$ cat src/rtl/tws_pkg.sv
package tws_pkg;

    typedef enum logic [3:0] {
        ST_IDLE,
        ST_CMD,
        ST_CMD_ACK,
        ST_ADDR,
        ST_ADDR_ACK,
        ST_WDATA,
        ST_WDATA_ACK,
        ST_RDATA,
        ST_RDATA_ACK
    } tws_state_e;

endpackage

$ cat src/rtl/tws_line_sync.sv
// Oversamples both bus lines and derives clock edges and start/stop events.
module tws_line_sync #(
    parameter int STAGES = 2
) (
    input  logic clk,
    input  logic rst_n,
    input  logic scl_in,
    input  logic sda_in,
    output logic scl_lvl,
    output logic sda_lvl,
    output logic scl_rise,
    output logic scl_fall,
    output logic start_ev,
    output logic stop_ev
);
    logic [STAGES-1:0] scl_pipe;
    logic [STAGES-1:0] sda_pipe;
    logic              scl_q;
    logic              sda_q;

    // Idle bus is high, so the pipeline resets to ones.
    always_ff @(posedge clk or negedge rst_n) begin
        if (!rst_n) begin
            scl_pipe <= '1;
            sda_pipe <= '1;
            scl_q    <= 1'b1;
            sda_q    <= 1'b1;
        end else begin
            scl_pipe <= {scl_pipe[STAGES-2:0], scl_in};
            sda_pipe <= {sda_pipe[STAGES-2:0], sda_in};
            scl_q    <= scl_pipe[STAGES-1];
            sda_q    <= sda_pipe[STAGES-1];
        end
    end

    assign scl_lvl  = scl_pipe[STAGES-1];
    assign sda_lvl  = sda_pipe[STAGES-1];
    assign scl_rise = scl_lvl & ~scl_q;
    assign scl_fall = ~scl_lvl & scl_q;
    assign start_ev = scl_lvl & scl_q & sda_q & ~sda_lvl;
    assign stop_ev  = scl_lvl & scl_q & ~sda_q & sda_lvl;

endmodule

$ cat src/rtl/tws_busy_timer.sv
// Models the self-timed commit interval.
module tws_busy_timer #(
    parameter int BUSY_CYCLES = 50000
) (
    input  logic clk,
    input  logic rst_n,
    input  logic load,
    output logic busy
);
    localparam int CW = $clog2(BUSY_CYCLES + 1);

    logic [CW-1:0] left_q;

    always_ff @(posedge clk or negedge rst_n) begin
        if (!rst_n) begin
            left_q <= '0;
        end else if (load) begin
            left_q <= CW'(BUSY_CYCLES);
        end else if (left_q != '0) begin
            left_q <= left_q - 1'b1;
        end
    end

    assign busy = (left_q != '0);

endmodule

$ cat src/rtl/tws_page_store.sv
// Register array plus the page buffer that holds write bytes until a commit.
module tws_page_store #(
    parameter int MEM_BYTES  = 256,
    parameter int PAGE_BYTES = 8
) (
    input  logic                         clk,
    input  logic                         rst_n,
    input  logic                         clr,
    input  logic                         wr_en,
    input  logic [$clog2(MEM_BYTES)-1:0] wr_addr,
    input  logic [7:0]                   wr_data,
    input  logic                         commit_req,
    output logic                         commit,
    output logic                         pending,
    input  logic [$clog2(MEM_BYTES)-1:0] rd_addr,
    output logic [7:0]                   rd_data
);
    localparam int AW = $clog2(MEM_BYTES);
    localparam int PW = $clog2(PAGE_BYTES);

    logic [7:0]     mem_q   [MEM_BYTES];
    logic [7:0]     slot_q  [PAGE_BYTES];
    logic           held_q  [PAGE_BYTES];
    logic [AW-PW-1:0] page_q;

    always_comb begin
        pending = 1'b0;
        for (int i = 0; i < PAGE_BYTES; i++) begin
            pending = pending | held_q[i];
        end
    end

    assign commit = commit_req & pending;

    genvar g;
    generate
        for (g = 0; g < PAGE_BYTES; g++) begin : g_slot
            always_ff @(posedge clk or negedge rst_n) begin
                if (!rst_n) begin
                    slot_q[g] <= '0;
                    held_q[g] <= 1'b0;
                end else if (clr || commit) begin
                    held_q[g] <= 1'b0;
                end else if (wr_en && (wr_addr[PW-1:0] == PW'(g))) begin
                    slot_q[g] <= wr_data;
                    held_q[g] <= 1'b1;
                end
            end
        end
    endgenerate

    always_ff @(posedge clk or negedge rst_n) begin
        if (!rst_n) begin
            page_q <= '0;
        end else if (wr_en) begin
            page_q <= wr_addr[AW-1:PW];
        end
    end

    always_ff @(posedge clk or negedge rst_n) begin
        if (!rst_n) begin
            for (int i = 0; i < MEM_BYTES; i++) begin
                mem_q[i] <= '0;
            end
        end else if (commit) begin
            for (int i = 0; i < PAGE_BYTES; i++) begin
                if (held_q[i]) begin
                    mem_q[{page_q, PW'(i)}] <= slot_q[i];
                end
            end
        end
    end

    assign rd_data = mem_q[rd_addr];

endmodule

$ cat src/rtl/tws_eeprom.sv
module tws_eeprom #(
    parameter int         MEM_BYTES   = 256,
    parameter int         BUSY_CYCLES = 50000,
    parameter logic [6:0] DEV_ID      = 7'h50,
    parameter int         SYNC_STAGES = 2
) (
    input  logic clk,
    input  logic rst_n,
    input  logic scl_in,
    input  logic sda_in,
    output logic sda_oe
);
    import tws_pkg::*;

    localparam int AW         = $clog2(MEM_BYTES);
    localparam int PAGE_BYTES = (MEM_BYTES <= 256) ? 8 : 16;
    localparam int PW         = $clog2(PAGE_BYTES);
    localparam int ABYTES     = (AW + 7) / 8;
    localparam int ACCW       = ABYTES * 8;
    localparam int ABW        = $clog2(ABYTES + 1);

    logic scl_lvl, sda_lvl, scl_rise, scl_fall, start_ev, stop_ev;
    logic busy, commit, pending;
    logic [7:0] rd_data;

    tws_state_e state_q, state_d;
    logic [2:0]      cnt_q;
    logic [6:0]      sh_q;
    logic            ack_ok_q;
    logic            rw_q;
    logic            seen_q;
    logic            host_ack_q;
    logic [ACCW-1:0] acc_q;
    logic [ABW-1:0]  abyte_q;
    logic [AW-1:0]   ptr_q;
    logic [7:0]      rd_sh_q;
    logic            oe_q;

    logic [7:0]      rx_byte;
    logic [ACCW-1:0] acc_next;
    logic            in_byte, in_ack, byte_done, ack_exit, last_addr, load_rd, buf_we;

    tws_line_sync #(.STAGES(SYNC_STAGES)) u_sync (
        .clk      (clk),
        .rst_n    (rst_n),
        .scl_in   (scl_in),
        .sda_in   (sda_in),
        .scl_lvl  (scl_lvl),
        .sda_lvl  (sda_lvl),
        .scl_rise (scl_rise),
        .scl_fall (scl_fall),
        .start_ev (start_ev),
        .stop_ev  (stop_ev)
    );

    tws_busy_timer #(.BUSY_CYCLES(BUSY_CYCLES)) u_busy (
        .clk   (clk),
        .rst_n (rst_n),
        .load  (commit),
        .busy  (busy)
    );

    tws_page_store #(.MEM_BYTES(MEM_BYTES), .PAGE_BYTES(PAGE_BYTES)) u_store (
        .clk        (clk),
        .rst_n      (rst_n),
        .clr        (start_ev),
        .wr_en      (buf_we),
        .wr_addr    (ptr_q),
        .wr_data    (rx_byte),
        .commit_req (stop_ev),
        .commit     (commit),
        .pending    (pending),
        .rd_addr    (ptr_q),
        .rd_data    (rd_data)
    );

    // Decode helpers
    assign rx_byte   = {sh_q, sda_lvl};
    assign acc_next  = (acc_q << 8) | ACCW'(rx_byte);
    assign in_byte   = (state_q == ST_CMD) || (state_q == ST_ADDR) ||
                       (state_q == ST_WDATA) || (state_q == ST_RDATA);
    assign in_ack    = (state_q == ST_CMD_ACK) || (state_q == ST_ADDR_ACK) ||
                       (state_q == ST_WDATA_ACK) || (state_q == ST_RDATA_ACK);
    assign byte_done = scl_rise && (cnt_q == 3'd7) && in_byte;
    assign ack_exit  = scl_fall && seen_q && in_ack;
    assign last_addr = (abyte_q == ABW'(ABYTES));
    assign load_rd   = ack_exit &&
                       (((state_q == ST_CMD_ACK) && ack_ok_q && rw_q) ||
                        ((state_q == ST_RDATA_ACK) && host_ack_q));
    assign buf_we    = (state_q == ST_WDATA) && byte_done;

    // State register
    always_ff @(posedge clk or negedge rst_n) begin
        if (!rst_n) begin
            state_q <= ST_IDLE;
        end else begin
            state_q <= state_d;
        end
    end

    // Next-state logic
    always_comb begin
        state_d = state_q;
        if (stop_ev) begin
            state_d = ST_IDLE;
        end else if (start_ev) begin
            state_d = ST_CMD;
        end else begin
            unique case (state_q)
                ST_IDLE:      state_d = ST_IDLE;
                ST_CMD:       if (byte_done) state_d = ST_CMD_ACK;
                ST_CMD_ACK:   if (ack_exit)
                                  state_d = !ack_ok_q ? ST_IDLE : (rw_q ? ST_RDATA : ST_ADDR);
                ST_ADDR:      if (byte_done) state_d = ST_ADDR_ACK;
                ST_ADDR_ACK:  if (ack_exit) state_d = last_addr ? ST_WDATA : ST_ADDR;
                ST_WDATA:     if (byte_done) state_d = ST_WDATA_ACK;
                ST_WDATA_ACK: if (ack_exit) state_d = ST_WDATA;
                ST_RDATA:     if (byte_done) state_d = ST_RDATA_ACK;
                ST_RDATA_ACK: if (ack_exit) state_d = host_ack_q ? ST_RDATA : ST_IDLE;
                default:      state_d = ST_IDLE;
            endcase
        end
    end

    // Datapath and output register
    always_ff @(posedge clk or negedge rst_n) begin
        if (!rst_n) begin
            cnt_q      <= '0;
            sh_q       <= '0;
            ack_ok_q   <= 1'b0;
            rw_q       <= 1'b0;
            seen_q     <= 1'b0;
            host_ack_q <= 1'b0;
            acc_q      <= '0;
            abyte_q    <= '0;
            ptr_q      <= '0;
            rd_sh_q    <= '0;
            oe_q       <= 1'b0;
        end else if (start_ev || stop_ev) begin
            cnt_q   <= '0;
            seen_q  <= 1'b0;
            abyte_q <= '0;
            oe_q    <= 1'b0;
        end else begin
            if (scl_rise && in_byte) begin
                cnt_q <= cnt_q + 1'b1;
                sh_q  <= {sh_q[5:0], sda_lvl};
            end
            if (byte_done) begin
                seen_q <= 1'b0;
            end
            case (state_q)
                ST_CMD: begin
                    if (byte_done) begin
                        ack_ok_q <= (rx_byte[7:1] == DEV_ID) && !busy;
                        rw_q     <= rx_byte[0];
                    end
                end
                ST_ADDR: begin
                    if (byte_done) begin
                        acc_q   <= acc_next;
                        abyte_q <= abyte_q + 1'b1;
                        ptr_q   <= acc_next[AW-1:0];
                    end
                end
                ST_WDATA: begin
                    if (byte_done) begin
                        ptr_q <= {ptr_q[AW-1:PW], ptr_q[PW-1:0] + 1'b1};
                    end
                end
                ST_RDATA: begin
                    if (scl_fall) begin
                        rd_sh_q <= {rd_sh_q[6:0], 1'b0};
                        oe_q    <= ~rd_sh_q[6];
                    end
                end
                ST_RDATA_ACK: begin
                    if (scl_rise) begin
                        seen_q     <= 1'b1;
                        host_ack_q <= ~sda_lvl;
                    end
                    if (scl_fall) begin
                        oe_q <= 1'b0;
                    end
                end
                ST_CMD_ACK, ST_ADDR_ACK, ST_WDATA_ACK: begin
                    if (scl_rise) begin
                        seen_q <= 1'b1;
                    end
                    if (scl_fall) begin
                        if (!seen_q) begin
                            oe_q <= (state_q == ST_CMD_ACK) ? ack_ok_q : 1'b1;
                        end else begin
                            oe_q <= 1'b0;
                        end
                    end
                end
                default: begin
                end
            endcase
            if (load_rd) begin
                rd_sh_q <= rd_data;
                oe_q    <= ~rd_data[7];
                ptr_q   <= ptr_q + 1'b1;
            end
        end
    end

    assign sda_oe = oe_q;

endmodule

$ cat config.mk
export PLATFORM = sky130hd
export DESIGN_NAME = tws_eeprom
export DESIGN_NICKNAME = d
export VERILOG_FILES = /design/src/rtl/tws_pkg.sv /design/src/rtl/tws_line_sync.sv /design/src/rtl/tws_busy_timer.sv /design/src/rtl/tws_page_store.sv /design/src/rtl/tws_eeprom.sv
export SDC_FILE = /design/constraint.sdc
export NUM_CORES = 2
export LEC_CHECK = 0
export BUFFER_PORTS_ARGS = -buffer_cell sky130_fd_sc_hd__clkbuf_2
export CAP_MARGIN = 0
export CORE_MARGIN = 1
export CORE_UTILIZATION = 45
export CTS_BUF_LIST = sky130_fd_sc_hd__clkbuf_16
export DETAILED_ROUTE_END_ITERATION = 10
export MAX_ROUTING_LAYER = met4
export PLACE_DENSITY = 0.62
export SLEW_MARGIN = 20
export SYNTH_ARGS = -nofsm -noshare
export SYNTH_HDL_FRONTEND = slang
export SYNTH_SLANG_ARGS = --single-unit
$ cat constraint.sdc
create_clock -name clk -period 5.1 [get_ports clk]
set_input_delay 0.765 -clock clk [delete_from_list [all_inputs] [get_ports clk]]
set_output_delay 0.765 -clock clk [all_outputs]
set_load 0.02 [all_outputs]
==> metrics.sh <==
DIE_WIDTH_UM=471.0
REGTOREGSTARTPOINT='ptr_q[0]'
SYNTHTOPCELLSBYAREA='dfrtp_1, mux2_2, mux4_2'
DETAILEDPLACE.WORSTSLACK_PS=1088
DETAILED_PLACE.AREA_UM2=102600
FINAL_NETS=6547
MAX_CAP_VIOLATIONS=0
SYNTH_ASYNC_SR_FLOP_SHARE_PCT=100.0
MEAN_INSTANCE_SIZE_IN_THE_SYNTHESIZED_NETLIST_UM2=15.18
GRT_PASS1_VIAS=64650
CRITICAL_PATH.STARTPOINT='ptr_q[0]'
ROW_COUNT=171
WORST-SETUP-PATH-TYPE='register to register'
TIMING.CRITICAL_PATH.TO_TYPE='register'
HOLD_VIOL=0
HTREE_NUM_LEVELS=4
SYNTH_FF_TYPE='dfrtp_1'
SYNTH.LIB_CELLS_USED.DISTINCT=75
CRIT_PATH_MAX_FANOUT=50
POWERDENSITY_nW_PER_UM2=312.4
DP_HPWL_UM=231200
FLOORPLAN.CORE_AREA_UM2=217800
DIE_AREA_UM2=221900
NUMCTSBUFFERS=226
DESIGN.PORTCOUNT=5
REMAINING_DRC_ERRORS=0
SYNTHCELLS=6521
FINALINSTANCEAREA_UM2=109900
POWER_mW=34.32
POSTROUTEWIRELENGTH_UM=386100
SKEW_PS=43.92
FIN_TNS_SETUP_PS=0
LAYOUT_COMMONEST_CELL='dfrtp_1'
NUMBER_OF_INSTANCES_IN_THE_PLACED_DESIGN=9156
GLOBAL_ROUTE.OVERFLOW_TOTAL=0
AVGVIACOUNTPERCELL=6.838
FINAL.MIN_CLOCK_PERIOD_PS=4298
ROUTABILITYCONGESTION=0.9729
HOLD_START='u_sync.sda_pipe[0]'
WIRE_PER_INST_UM=39.96
SETUP_SLACK_PS=801.9
CTS.CLK_SLEW.WORST_PATHS_PS=70
FINAL_MIN_PERIOD_OVER_CLOCK_PERIOD_PCT=84.28
CTS_SETUP_BUFFERS=0
SYNTH_TOP_CELL_AREA_SHARE_PCT=55.01
RSZ_0062_RAISED_AFTER_GLOBAL_ROUTING='no'
HOLD_WORST_SLACK_PS=369.4
TOTAL_LEAKAGE_POWER_nW=52.20
FINALSETUPVIOLCOUNT=0
CLK_ROOT_BUFFER_CELL='clkbuf_16'
TIMING.HOLD.WORST_PATH_DEPTH=0
IRDROPWORSTVDD_mV=0.3719
WORST-ENDPOINT-ARRIVAL_PS=5090
DRIVE_GT1_SHARE_PCT=45.68
R2R_SETUP_SLACK_PS=800
WORST_SKEW_PAIR.LATE_LATENCY_PS=910
CTS_SINKS=2182
INITIAL_ANTENNA_VIOLATION_COUNT=78
DRT.ANTENNA.VIOLATING_NETS=0
REG2REG_DEPTH=9
FINAL-INSTANCE-COUNT-EXCL-FILL=9660
SYNTHTOLAYOUTAREAGROWTH_PCT=10.98
FIRSTDRTPASSITERS=6
YOSYSWARNINGS=0
FINAL_CELL_MIX='dfrtp_1, mux2_2, mux4_2'
SYNTH_SEQ_AREA_SHARE_PCT=55.17
FINAL-MAX-SLEW-VIOLATION-COUNT=0
YOSYS.AREA.TOP_TYPE='dfrtp_1'
TRACK_USAGE_PCT=35.94
GLOBAL_ROUTE_WIRE_LENGTH_BEFORE_REPAIR_UM=536600
LARGEST_NET_DEGREE_AT_THE_START_OF_GLOBAL_ROUTING=165
MAPPEDNETLISTNETS=6535
MAX_FREQ_MHz=232.7
CLOCK_TREE_FROM_TRITONCTS='built'
SYNTH_ENABLE_FLOP_CELLS=0
POSTLAYOUTCOREUTIL_PCT=50.44
DIE_Y_UM=471.0
RELSLEWSLACK_PCT=18.98
VIAS=66050
WORSTSETUPSTARTPOINTTYPE='register'
OUTCOME='finished clean'
CLOCK_TREE.BUFFER_DEPTH=3
DETAIL_ROUTE.ITER0.VIOLATIONS=9845
FFS_LATCHES_SYNTH=2182
PORTBUFFERS=4
TIMING.HOLD.WORST.CLASS='register to register'
CP.REQUIRED_PS=5890
START_UTIL_PCT=45.45
TIMING_WORST_SLEW_PIN_VALUE_PS=1185
SYNTH.CELL_AREA_UM2=98990
==> report_power, final <==
group | leakage (nW) | switching, mW | total (mW) | internal (mW)
clock network | 3.66 | 7.27 | 15.9 | 8.67
logic | 18.2 | 0.551 | 0.750 | 0.200
registers | 30.3 | 0.221 | 17.6 | 17.4
==> flip-flops by register name, summed over array words and instances (netlist names), 2 cells and up <==
name and flops:
cnt_q 3, ptr_q 8, rd_sh_q 7, sh_q 7, state_q 4, u_busy.left_q 16, u_store.held_q 8, u_store.mem_q 2048
u_store.page_q 5, u_store.slot_q 64, u_sync.scl_pipe 2, u_sync.sda_pipe 2
==> cell families (layout without fill, tap and decap cells) <==
group | Yosys count | in the layout | share of synthesized area, %
multiplexers | 2787 | 2787 | 36.35
flip-flops | 2182 | 2182 | 55.17
AND/OR/NAND/NOR | 628 | 628 | 2.762
buffers and inverters | 461 | 660 | 2.348
AO/OA/AOI/OAI | 436 | 436 | 3.093
XOR/XNOR | 17 | 17 | 0.1504
adder cells (fa/ha/maj) | 10 | 10 | 0.1264
other | 0 | 86 | 0
==> layout make-up <==
cell class | instances | area [um2]
diodes | 86 | 215.2
clock buffers | 229 | 5731
clock inverters | 186 | 1250
fillers | 18160 | 107900
inverters | 13 | 53.80
multi-input cells | 3878 | 42150
flip-flops and latches | 2182 | 54720
well taps | 2854 | 3571
repair buffers | 232 | 2167
==> worst max-delay path, stage by stage, from the launching register on <==
cell      delay (ps)
dfrtp_4          740
buf_12           410
mux2i_1          710
o221ai_1         530
o22ai_1          310
nor3_1            90
buf_4            210
a211oi_1         590
nor3_1           170
a221o_1          330
==> cell usage after synthesis, types with 11 or more instances <==
cell type,n
a211oi_1,17
a22o_1,16
a2111oi_0,16
inv_1,11
clkbuf_1,305
mux2_2,1982
mux2_1,154
buf_6,44
nand3_1,34
o221ai_1,40
buf_2,43
a22oi_1,65
mux2i_1,218
nor4_1,12
nor3_1,24
nor2b_1,15
mux4_2,433
nand2_1,376
buf_1,32
a221oi_1,33
o21ai_0,56
nor2_1,97
a21oi_1,76
dfrtp_1,2176
buf_8,11
o22ai_1,56
==> path summary, 6_finish.rpt <==
kind,end
worst min register to register,u_sync.sda_pipe[1]
min in group asynchronous,u_store.mem_q[370]
worst max register to register,rd_sh_q[0]
worst max-delay path,rd_sh_q[0]
worst min-delay path,u_sync.sda_pipe[1]
max in group asynchronous,u_sync.scl_q
==> what timing repair did <==
item,in CTS,in global routing
endpoints found under the hold margin,54,0
resized for setup,0,0
hold buffers,3,0
==> per-layer routing <==
layer  global-route usage [%]  part of all wire [%]  up-vias
met5                        -                     0        -
met4                    18.23                   5.5        0
met3                    11.09                    12     1094
met2                    49.88                    43     4749
met1                    47.38                    39    35700
li1                         -                     -    24510
Note: power is estimated with default switching activity, not from simulation.
